$ cat config.mk
export PLATFORM = sky130hd
export DESIGN_NAME = be_lane_bridge
export DESIGN_NICKNAME = d
export VERILOG_FILES = /design/src/rtl/be_lane_pkg.sv /design/src/rtl/be_wr_steer.sv /design/src/rtl/be_rd_gather.sv /design/src/rtl/be_xfer_ctrl.sv /design/src/rtl/be_lane_bridge.sv
export SDC_FILE = /design/constraint.sdc
export NUM_CORES = 1
export LEC_CHECK = 0
export BUFFER_PORTS_ARGS = -buffer_cell sky130_fd_sc_hd__buf_2
export CAP_MARGIN = 20
export CELL_PAD_IN_SITES_DETAIL_PLACEMENT = 1
export CELL_PAD_IN_SITES_GLOBAL_PLACEMENT = 2
export CORE_ASPECT_RATIO = 0.7
export CORE_UTILIZATION = 35
export DETAILED_ROUTE_END_ITERATION = 10
export PLACE_DENSITY = 0.88
export SYNTH_ARGS = -nofsm -noshare
export SYNTH_HDL_FRONTEND = slang
export SYNTH_SLANG_ARGS = --single-unit
$ cat constraint.sdc
create_clock -name clk -period 41.7 [get_ports clk]
set_input_delay 2.085 -clock clk [delete_from_list [all_inputs] [get_ports clk]]
set_output_delay 2.085 -clock clk [all_outputs]
set_load 0.02 [all_outputs]
$ cat src/rtl/be_lane_pkg.sv
package be_lane_pkg;
  localparam int BUS_BYTES = 4;
  localparam int SIZE_W    = 2;

  typedef enum logic [1:0] {XS_IDLE, XS_CMD, XS_RDW, XS_RSP} xfer_state_e;

  // number of bytes moved by a size code
  function automatic int span_bytes(input logic [SIZE_W-1:0] sz);
    return int'(1) << sz;
  endfunction

  // naturally aligned and no wider than the bus
  function automatic logic access_legal(input logic [SIZE_W-1:0] sz, input int off, input int bytes);
    int n;
    n = span_bytes(sz);
    return (n <= bytes) && ((off % n) == 0);
  endfunction

  // value byte that feeds a lane on writes (first byte = most significant), -1 if idle lane
  function automatic int src_byte(input int lane, input int off, input int n);
    if (lane < off || lane >= off + n) return -1;
    return n - 1 - (lane - off);
  endfunction

  // lane that feeds result byte j on reads (higher lane = more significant), -1 if unused
  function automatic int gather_lane(input int j, input int off, input int n);
    if (j >= n) return -1;
    return off + j;
  endfunction
endpackage

$ cat src/rtl/be_wr_steer.sv
module be_wr_steer
  import be_lane_pkg::*;
#(
  parameter int BYTES = BUS_BYTES,
  localparam int OW = $clog2(BYTES),
  localparam int DW = 8 * BYTES
) (
  input  logic [SIZE_W-1:0] acc_size,
  input  logic [OW-1:0]     acc_off,
  input  logic [DW-1:0]     acc_value,
  output logic [BYTES-1:0]  lane_en,
  output logic [DW-1:0]     lane_data
);
  for (genvar i = 0; i < BYTES; i++) begin : g_lane
    int src;
    logic hit;
    logic [OW-1:0] sel;
    always_comb begin
      src = src_byte(i, int'(acc_off), span_bytes(acc_size));
      hit = (src >= 0) && (src < BYTES);
      sel = OW'(src);
    end
    assign lane_en[i] = hit;
    assign lane_data[8*i +: 8] = hit ? acc_value[8*sel +: 8] : 8'h00;
  end
endmodule

$ cat src/rtl/be_rd_gather.sv
module be_rd_gather
  import be_lane_pkg::*;
#(
  parameter int BYTES = BUS_BYTES,
  localparam int OW = $clog2(BYTES),
  localparam int DW = 8 * BYTES
) (
  input  logic [SIZE_W-1:0] acc_size,
  input  logic [OW-1:0]     acc_off,
  input  logic [DW-1:0]     lane_word,
  output logic [DW-1:0]     value
);
  for (genvar j = 0; j < BYTES; j++) begin : g_byte
    int src;
    logic hit;
    logic [OW-1:0] sel;
    always_comb begin
      src = gather_lane(j, int'(acc_off), span_bytes(acc_size));
      hit = (src >= 0) && (src < BYTES);
      sel = OW'(src);
    end
    assign value[8*j +: 8] = hit ? lane_word[8*sel +: 8] : 8'h00;
  end
endmodule

$ cat src/rtl/be_xfer_ctrl.sv
module be_xfer_ctrl
  import be_lane_pkg::*;
#(
  parameter int BYTES  = BUS_BYTES,
  parameter int ADDR_W = 32,
  localparam int OW = $clog2(BYTES),
  localparam int DW = 8 * BYTES
) (
  input  logic              clk,
  input  logic              rst,
  input  logic              req_valid,
  input  logic              req_write,
  input  logic              req_legal,
  input  logic [ADDR_W-1:0] req_addr,
  input  logic [SIZE_W-1:0] req_size,
  input  logic [BYTES-1:0]  req_lanes,
  input  logic [DW-1:0]     req_lane_data,
  output logic              req_ready,
  output logic              rsp_valid,
  output logic              rsp_error,
  output logic              rsp_is_read,
  output logic [SIZE_W-1:0] held_size,
  output logic [OW-1:0]     held_off,
  output logic [DW-1:0]     held_word,
  output logic [ADDR_W-1:0] bus_address,
  output logic              bus_read,
  output logic              bus_write,
  output logic [BYTES-1:0]  bus_byteenable,
  output logic [DW-1:0]     bus_writedata,
  input  logic              bus_waitrequest,
  input  logic              bus_readdatavalid,
  input  logic [DW-1:0]     bus_readdata
);
  xfer_state_e       state;
  logic              wr_q, err_q;
  logic [SIZE_W-1:0] size_q;
  logic [ADDR_W-1:0] addr_q;
  logic [BYTES-1:0]  be_q;
  logic [DW-1:0]     wd_q, word_q;

  // named internal events
  logic accept_evt, reject_evt, cmd_done_evt, rd_capture_evt;
  assign accept_evt     = (state == XS_IDLE) && req_valid;
  assign reject_evt     = accept_evt && !req_legal;
  assign cmd_done_evt   = (state == XS_CMD) && !bus_waitrequest;
  assign rd_capture_evt = (state == XS_RDW) && bus_readdatavalid;

  always_ff @(posedge clk) begin
    if (rst) begin
      state  <= XS_IDLE;
      wr_q   <= 1'b0;
      err_q  <= 1'b0;
      size_q <= '0;
      addr_q <= '0;
      be_q   <= '0;
      wd_q   <= '0;
      word_q <= '0;
    end else begin
      case (state)
        XS_IDLE: if (accept_evt) begin
          wr_q   <= req_write;
          err_q  <= !req_legal;
          size_q <= req_size;
          addr_q <= req_addr;
          be_q   <= req_lanes;
          wd_q   <= req_write ? req_lane_data : '0;
          word_q <= '0;
          state  <= req_legal ? XS_CMD : XS_RSP;
        end
        XS_CMD: if (cmd_done_evt) state <= wr_q ? XS_RSP : XS_RDW;
        XS_RDW: if (rd_capture_evt) begin
          word_q <= bus_readdata;
          state  <= XS_RSP;
        end
        XS_RSP:  state <= XS_IDLE;
        default: state <= XS_IDLE;
      endcase
    end
  end

  assign req_ready      = (state == XS_IDLE);
  assign rsp_valid      = (state == XS_RSP);
  assign rsp_error      = rsp_valid && err_q;
  assign rsp_is_read    = !wr_q && !err_q;
  assign held_size      = size_q;
  assign held_off       = addr_q[OW-1:0];
  assign held_word      = word_q;
  assign bus_read       = (state == XS_CMD) && !wr_q;
  assign bus_write      = (state == XS_CMD) && wr_q;
  assign bus_byteenable = (state == XS_CMD) ? be_q : '0;
  assign bus_writedata  = wd_q;
  assign bus_address    = {addr_q[ADDR_W-1:OW], {OW{1'b0}}};


  idle_after_reset_chk: assert property (@(posedge clk)
    $past(rst) |-> (req_ready && !bus_read && !bus_write && !rsp_valid && bus_byteenable == '0));

  reject_no_bus_chk: assert property (@(posedge clk) disable iff (rst)
    reject_evt |=> (!bus_read && !bus_write && rsp_valid && rsp_error));

  hold_req_chk: assert property (@(posedge clk) disable iff (rst)
    ((bus_read || bus_write) && bus_waitrequest) |=>
      ((bus_read || bus_write) && $stable(bus_address) && $stable(bus_byteenable) && $stable(bus_writedata)));

  write_rsp_chk: assert property (@(posedge clk) disable iff (rst)
    (bus_write && !bus_waitrequest) |=> (rsp_valid && !rsp_error));

  read_rsp_chk: assert property (@(posedge clk) disable iff (rst)
    rd_capture_evt |=> (rsp_valid && !rsp_error));

  rsp_pulse_chk: assert property (@(posedge clk) disable iff (rst)
    rsp_valid |=> !rsp_valid);

  one_outstanding_chk: assert property (@(posedge clk) disable iff (rst)
    req_ready |-> (!bus_read && !bus_write && !rsp_valid));

  lanes_present_chk: assert property (@(posedge clk) disable iff (rst)
    (bus_read || bus_write) |-> (bus_byteenable != '0));
endmodule

$ cat src/rtl/be_lane_bridge.sv
module be_lane_bridge
  import be_lane_pkg::*;
#(
  parameter int BYTES  = BUS_BYTES,
  parameter int ADDR_W = 32,
  localparam int OW = $clog2(BYTES),
  localparam int DW = 8 * BYTES
) (
  input  logic              clk,
  input  logic              rst,
  input  logic              req_valid,
  output logic              req_ready,
  input  logic              req_write,
  input  logic [SIZE_W-1:0] req_size,
  input  logic [ADDR_W-1:0] req_addr,
  input  logic [DW-1:0]     req_wdata,
  output logic              rsp_valid,
  output logic              rsp_error,
  output logic [DW-1:0]     rsp_rdata,
  output logic [ADDR_W-1:0] bus_address,
  output logic              bus_read,
  output logic              bus_write,
  output logic [BYTES-1:0]  bus_byteenable,
  output logic [DW-1:0]     bus_writedata,
  input  logic              bus_waitrequest,
  input  logic              bus_readdatavalid,
  input  logic [DW-1:0]     bus_readdata
);
  logic              legal;
  logic [BYTES-1:0]  steer_en;
  logic [DW-1:0]     steer_data;
  logic              is_read;
  logic [SIZE_W-1:0] h_size;
  logic [OW-1:0]     h_off;
  logic [DW-1:0]     h_word;
  logic [DW-1:0]     gathered;

  assign legal = access_legal(req_size, int'(req_addr[OW-1:0]), BYTES);

  be_wr_steer #(.BYTES(BYTES)) u_steer (
    .acc_size (req_size),
    .acc_off  (req_addr[OW-1:0]),
    .acc_value(req_wdata),
    .lane_en  (steer_en),
    .lane_data(steer_data)
  );

  be_xfer_ctrl #(.BYTES(BYTES), .ADDR_W(ADDR_W)) u_ctrl (
    .clk              (clk),
    .rst              (rst),
    .req_valid        (req_valid),
    .req_write        (req_write),
    .req_legal        (legal),
    .req_addr         (req_addr),
    .req_size         (req_size),
    .req_lanes        (steer_en),
    .req_lane_data    (steer_data),
    .req_ready        (req_ready),
    .rsp_valid        (rsp_valid),
    .rsp_error        (rsp_error),
    .rsp_is_read      (is_read),
    .held_size        (h_size),
    .held_off         (h_off),
    .held_word        (h_word),
    .bus_address      (bus_address),
    .bus_read         (bus_read),
    .bus_write        (bus_write),
    .bus_byteenable   (bus_byteenable),
    .bus_writedata    (bus_writedata),
    .bus_waitrequest  (bus_waitrequest),
    .bus_readdatavalid(bus_readdatavalid),
    .bus_readdata     (bus_readdata)
  );

  be_rd_gather #(.BYTES(BYTES)) u_gather (
    .acc_size (h_size),
    .acc_off  (h_off),
    .lane_word(h_word),
    .value    (gathered)
  );

  assign rsp_rdata = (rsp_valid && is_read) ? gathered : '0;


  rdata_quiet_chk: assert property (@(posedge clk) disable iff (rst)
    (!rsp_valid || rsp_error) |-> (rsp_rdata == '0));
endmodule

; After elaboration in Yosys (flattened, before gate mapping)
; Index checks and enable logic that the tools add are counted.
[op_classes]
n_addsub = 13
div = 1
order_cmp = 28
eq_ne = 6
shifts = 10
n_mux = 44
reduce_logical = 30
[ops]
columns = op, n
row1 = $mux W32, 20
row2 = $ge A32 B1 Y1 const B, 8
row3 = $lt A32 B4 Y1 const B, 8
row4 = $shiftx A32 B6 Y8, 8
row5 = $ge A3 B32 Y1 const A, 4
row6 = $sub A32 B32 Y32, 4
row7 = $ge A1 B32 Y1 const A, 2
row8 = $ge A2 B32 Y1 const A, 2
row9 = $mux W8, 8
row10 = $pmux W32 S2, 1
row11 = $shl A1 B2 Y32 const A, 2
row12 = $add A3 B32 Y32, 1
row13 = $le A32 B4 Y1 const B, 1
row14 = $logic_not A32 Y1, 1
row15 = $mod A3 B32 Y32, 1
row16 = $sub A32 B2 Y32 const B, 1
row17 = $logic_and A1 B1 Y1, 17
row18 = $mux W1, 9
row19 = $mux W2, 4
row20 = $pmux W2 S4, 1
row21 = $add A2 B2 Y3 const B, 2
row22 = $ne A2 B1 Y1 const B, 3
row23 = $reduce_and A3 Y1, 2
row24 = $sub A1 B2 Y3 const A, 2
row25 = 12 further kinds, 20
[word_totals]
register_bits = 106
input_bits = 104

; Depth between registers and ports, before layout
[depth]
depth_word = 10
mapped_depth = 181

; Modules after synthesis
; From an unflattened synthesis, not the netlist that was laid out.
[unflattened]
hier_cells = 3339
hier_area_um2 = 23533.8
[modules_own_cells]
columns = mod, instances, cells_each, area_each_um2
row1 = be_lane_bridge, 1, 2450, 16344.4
row2 = be_xfer_ctrl, 1, 496, 4142.7
row3 = be_wr_steer, 1, 276, 2084.5
row4 = be_rd_gather, 1, 117, 962.2

; Worst setup path after synthesis
; No wires, ideal clock.
[synth_path]
path_kind = input to register
startpoint = input req_size[1]
endpoint = register u_ctrl.state[1]
t_arrival_ns = 36.312
required_ns = 41.568
path_slack_ns = 5.256
cell_stages = 169
path_buffers = 27
cell_sequence = inv_1 ha_1 buf_4 clkbuf_1 inv_1 clkbuf_1 clkbuf_1 ha_1 o211a_2 nor4b_2 a2111oi_4 a21oi_1 nor2_1 nor2_1 ha_1 a21o_1 a21oi_1 and2_1 (+133 left out) or3_1 nor2_4 and2_1 buf_2 clkbuf_1 o21ai_0 fa_1 a21o_1 a21oi_1 inv_1 a311oi_1 nand2_1 nor4_1 a21o_1 o311ai_0 or4_1 o41ai_1 a21oi_1
[synth_via]
elab_chain_len = 7
elab_cells_between_ends = 8
cone_classes = div (1) / order compare (1) / shift (1) / mux (3) / reduce/logical (2)
[synth_lines]
columns = element, line
row1 = start: declaration, be_lane_bridge.sv:14  ; input logic [SIZE_W-1:0] req_size,
row2 = $shl A1 B2 Y32 (*), be_lane_pkg.sv:9  ; return int'(1) << sz;
row3 = $mod A3 B32 Y32, be_lane_pkg.sv:16  ; return (n <= bytes) && ((off % n) == 0);
row4 = $logic_not A32 Y1, be_lane_pkg.sv:16
row5 = $logic_and A1 B1 Y1 (*), be_lane_pkg.sv:16
row6 = $mux W2 (*), be_xfer_ctrl.sv:68  ; state <= req_legal ? XS_CMD : XS_RSP;
row7 = $mux W2 (*), be_xfer_ctrl.sv:60  ; XS_IDLE: if (accept_evt) begin
row8 = $pmux W2 S4 (*), be_xfer_ctrl.sv:59  ; case (state)
row9 = end signal: assignment, be_xfer_ctrl.sv:68
row10 = end signal: assignment, be_xfer_ctrl.sv:70  ; XS_CMD: if (cmd_done_evt) state <= wr_q ? XS_RSP : XS_RDW;
row11 = end: declaration, be_xfer_ctrl.sv:34  ; xfer_state_e state;
; Mark *: on every way between the ends. The rest lies on a longest branch, timed or not. The select of a mux whose other input is x is not followed.
; A chain may end at the register's enable or synchronous reset.

; Worst setup path in the final report
; Same ends and word-level chain as after synthesis.

==> parameters.txt <==
Parameter                              Value

Yosys
  Post-synthesis area per instance    7.01 µm²
  Top cell type by total area after synthesis    sky130_fd_sc_hd__dfxtp_1
  Ranking of synthesized cells by area    sky130_fd_sc_hd__dfxtp_1 9.9%, sky130_fd_sc_hd__a21oi_1 5.6%, sky130_fd_sc_hd__nor2_1 5.3%
  Warnings from Yosys    0
  Number of enable flip-flop cells after synthesis    0
  Share of synthesized area occupied by flip-flops and latches    9.90%
  Main flop type after synthesis    sky130_fd_sc_hd__dfxtp_1
  Fraction of registers with async set or reset after synthesis    0%
  Netlist Area Pre-Place    0.0214 mm²
  Number of distinct standard cells referenced by the synthesized netlist    134
  Synth Instances    3057
  Proportion of netlist area held by the largest area contributor    9.90%
  Synthesis-stage register bit count    106

Finish
  Layout cell share with drive strength beyond 1    15.1%
  Footprint of the multi-input gates    0.0186 mm²
  Area added between synthesis and finish    11.3%
  Area taken by flip-flops and latches    0.00212 mm²
  Final net count    3391
  Filler Cell Count    7713

STA
  Highest attainable clock frequency    25.6 MHz
  Worst hold margin    0.456 ns
  Final Hold Vio Count    0
  Setup tns final    0 ns
  Final period util    93.8%
  Transition time at the pin with the least slew margin    1.18 ns
  Time the final worst path needs with I/O delays and setup    39.12 ns
  Total count of max-transition violations in the final report    0
  Clock tree skew after final layout    0.00890 ns
  Max transition margin    20.5%
  # setup viols final    0

Setup path
  Crit path kind    primary input to flip-flop
  R2R Setup Slk    38.51 ns
  Crit-path slowest cell    sky130_fd_sc_hd__a2111o_2
  Crit path buf inv count    15
  Register-to-Register Path Depth    9
  Largest stage delay, worst path    0.65 ns
  Worst flop-to-flop path startpoint    u_ctrl.state[1]$_SDFFE_PP0P_
  Critical path required time    41.96 ns
  Cell family with the largest share of critical-path delay    simple AND/OR/NAND/NOR gates
  Maximum fanout along the worst path    18
  Most common cell type on the critical path    sky130_fd_sc_hd__ha_1
  Worst setup EP type    flip-flop
  Worst endpoint data arrival time    39.38 ns
  Critical R2R Capture    u_ctrl.bus_writedata[14]$_SDFFE_PP0P_
  Startpoint types    primary input

Global route
  GRT Util Overall    30.3%
  Largest net degree at the start of global routing    107
  Overflow after GRT    0
  Antenna violations before repair    7
  Wire length of the first global-routing pass    153 mm
  Vias in the first global route    25.7k

Flow run
  Number of max-cap violations    0

Hold path
  Startpoint of the most critical hold path    u_ctrl.addr_q[21]$_SDFFE_PP0P_
  Path category of the worst min-delay check    flip-flop to flip-flop
  Worst hold path stage count    2
  Worst Hold Endpoint    u_ctrl.addr_q[21]$_SDFFE_PP0P_

Floorplan
  Die Y    209 µm
  FP Rows    75
  Core area    0.0602 mm²
  Die area    0.0623 mm²
  I/O pin total    209
  Die X-Extent    298 µm
  Initial core utilization    35.6%

Clocking
  Max Buffers Root-to-Sink    2
  Num CTS Buffers    9
  Clock root cell    sky130_fd_sc_hd__clkbuf_16
  Clock tree from TritonCTS    built
  Worst skew pair latency    0.38 ns
  Clock sink count    106
  Hold buffer count at cts    0
  Clock H-tree levels    3
  Clock transition at the registers of the reported paths    0.07 ns

Power and ir drop
  Worst vdd rail ir drop    0.0268 mV
  Ratio of total power to cell area    60.1 mW/mm²
  Static Leak    8.78 nW
  Post-layout total power    0.00143 W
  Switching power summed over all nets    0.000886 W
  Switching share of power    61.8%
  Clk pwr share    6.7%
  Pint    0.000547 W
  Seq pwr share    8.5%
  Combinational cell fraction of total power    84.8%

Detailed routing
  First-pass detailed-route iteration total    5
  Post-DRT Antenna Nets    0
  Drt initial violations    2763
  Overall via count from detail_route    26.5k
  Drt via density    6.60
  Wirelength per Cell    24.8 µm
  Drt total wl    99.3 mm
  Drc violations    0

Placement
  HPWL after detailed placement    78.8 mm
  RePlAce Congestion    0.962
  Total of buffers placed on input and output ports    206

Outcome
  Run status    complete, no violations
-- per-stage QoR --
step / util (%) / cells / instance area, µm² / worst slack [ns]
2_1_floorplan: - / 3060 / 21400 / 5.26
3_3_place_gp: 38.6 / 3976 / 23200 / 2.65
4_1_cts: 39.1 / 3991 / 23600 / 0.178
5_1_grt: 39.6 / 4011 / 23900 / -0.0306
3_5_place_dp: 38.6 / 3976 / 23200 / -0.00716
6_report: 39.6 / 4012 / 23900 / 2.58
-- placed cells by master, fill, tap and decap left out, types with 57 or more instances in the layout --
master / count
sky130_fd_sc_hd__nand3_1: 100
sky130_fd_sc_hd__xnor2_1: 99
sky130_fd_sc_hd__nor3_1: 92
sky130_fd_sc_hd__inv_1: 69
sky130_fd_sc_hd__mux2i_1: 58
sky130_fd_sc_hd__a211oi_1: 86
sky130_fd_sc_hd__o21ai_0: 120
sky130_fd_sc_hd__nand2_1: 290
sky130_fd_sc_hd__buf_2: 205
sky130_fd_sc_hd__buf_4: 62
sky130_fd_sc_hd__ha_1: 89
sky130_fd_sc_hd__and2_1: 59
sky130_fd_sc_hd__a21oi_1: 232
sky130_fd_sc_hd__nor2_1: 299
sky130_fd_sc_hd__dfxtp_1: 106
sky130_fd_sc_hd__xor2_1: 57
-- synthesized netlist by cell type, types with 43 or more instances --
master and n:
sky130_fd_sc_hd__clkbuf_1 99, sky130_fd_sc_hd__nand3_1 101, sky130_fd_sc_hd__nor2_1 303, sky130_fd_sc_hd__a21oi_1 238, sky130_fd_sc_hd__nand2_1 291, sky130_fd_sc_hd__o21ai_0 122, sky130_fd_sc_hd__nand4_1 53, sky130_fd_sc_hd__xor2_1 57
sky130_fd_sc_hd__nor2b_1 49, sky130_fd_sc_hd__nor3_1 94, sky130_fd_sc_hd__and3_1 43, sky130_fd_sc_hd__mux2i_1 60, sky130_fd_sc_hd__nand2b_1 47, sky130_fd_sc_hd__xnor2_1 99, sky130_fd_sc_hd__a31oi_1 46, sky130_fd_sc_hd__a21o_1 45
sky130_fd_sc_hd__and2_1 60, sky130_fd_sc_hd__a211oi_1 87, sky130_fd_sc_hd__inv_1 71, sky130_fd_sc_hd__ha_1 89, sky130_fd_sc_hd__dfxtp_1 106, sky130_fd_sc_hd__a22oi_1 56
-- worst max-delay path by stage --
stage	endpoint	from	depth (start not counted)	slack (ns)
global route	u_ctrl.err_q$_SDFFE_PP0P_	req_size[1]	143	-0.03
global placement	u_ctrl.err_q$_SDFFE_PP0P_	req_addr[1]	141	2.65
detailed placement	u_ctrl.state[1]$_SDFFE_PP0P_	req_addr[1]	146	-0.007
CTS	u_ctrl.state[1]$_SDFFE_PP0P_	req_addr[1]	146	0.18
floorplan	u_ctrl.state[1]$_SDFFE_PP0P_	req_size[1]	169	5.26
finish	u_ctrl.state[1]$_SDFFE_PP0P_	req_size[1]	143	2.58
-- cell families after synthesis --
logic type | after synthesis | synth area share (%)
xor+xnor | 156 | 6.37
buf+inv | 222 | 4.26
flops | 106 | 9.90
other cells | 1 | 0.0175
fa+ha+maj | 95 | 5.75
simple gates | 1304 | 32.3
mux | 94 | 5.04
compound gates | 1079 | 36.3
-- sequential cells by signal, summed over array words and instances (netlist names) --
name,cells
u_ctrl.addr_q,32
u_ctrl.be_q,4
u_ctrl.bus_writedata,32
u_ctrl.err_q,1
u_ctrl.held_size,2
u_ctrl.held_word,32
u_ctrl.state,2
u_ctrl.wr_q,1
-- what timing repair did --
| item | CTS | global route |
|---|---|---|
| hold endpoints to repair | 0 | 0 |
| resized for setup | 0 | 39 |
| endpoints found under the setup margin | 0 | 2 |
| setup buffers | 0 | 11 |
-- layout make-up --
class                           instances  share of cell area (%)
Multi-Input combinational cell       2732                    77.9
Sequential cell                       106                    8.90
Timing Repair Buffer                  269                    6.39
Tap cell                              808                    4.24
Inverter                               74                    1.20
Clock buffer                            9                   0.944
Clock inverter                          6                   0.378
Antenna cell                            8                  0.0839
-- per-layer routing --
metal	up-vias	track usage, %	wire length [µm]
li1	12100	-	-
met1	13300	45.6	48600
met2	1037	45.4	42200
met3	103	4.77	7100
met4	0	5.13	1400
met5	-	0	0
-- power by group through the flow --
stage          Combinational (W)  Sequential, W   Clock, W
2_1_floorplan           0.000833       0.000125          0
3_3_place_gp             0.00115       0.000123          0
3_5_place_dp             0.00116       0.000123          0
4_1_cts                  0.00117       0.000121  0.0000971
5_1_grt                  0.00130       0.000123   0.000101
6_report                 0.00122       0.000121  0.0000958
-- tightest hold or removal path: stages, from the launching register on --
cell and delay [ns]:
sky130_fd_sc_hd__dfxtp_1 0.31, sky130_fd_sc_hd__nand2_1 0.05, sky130_fd_sc_hd__a21oi_1 0.05
(Power assumes the default switching activity.)
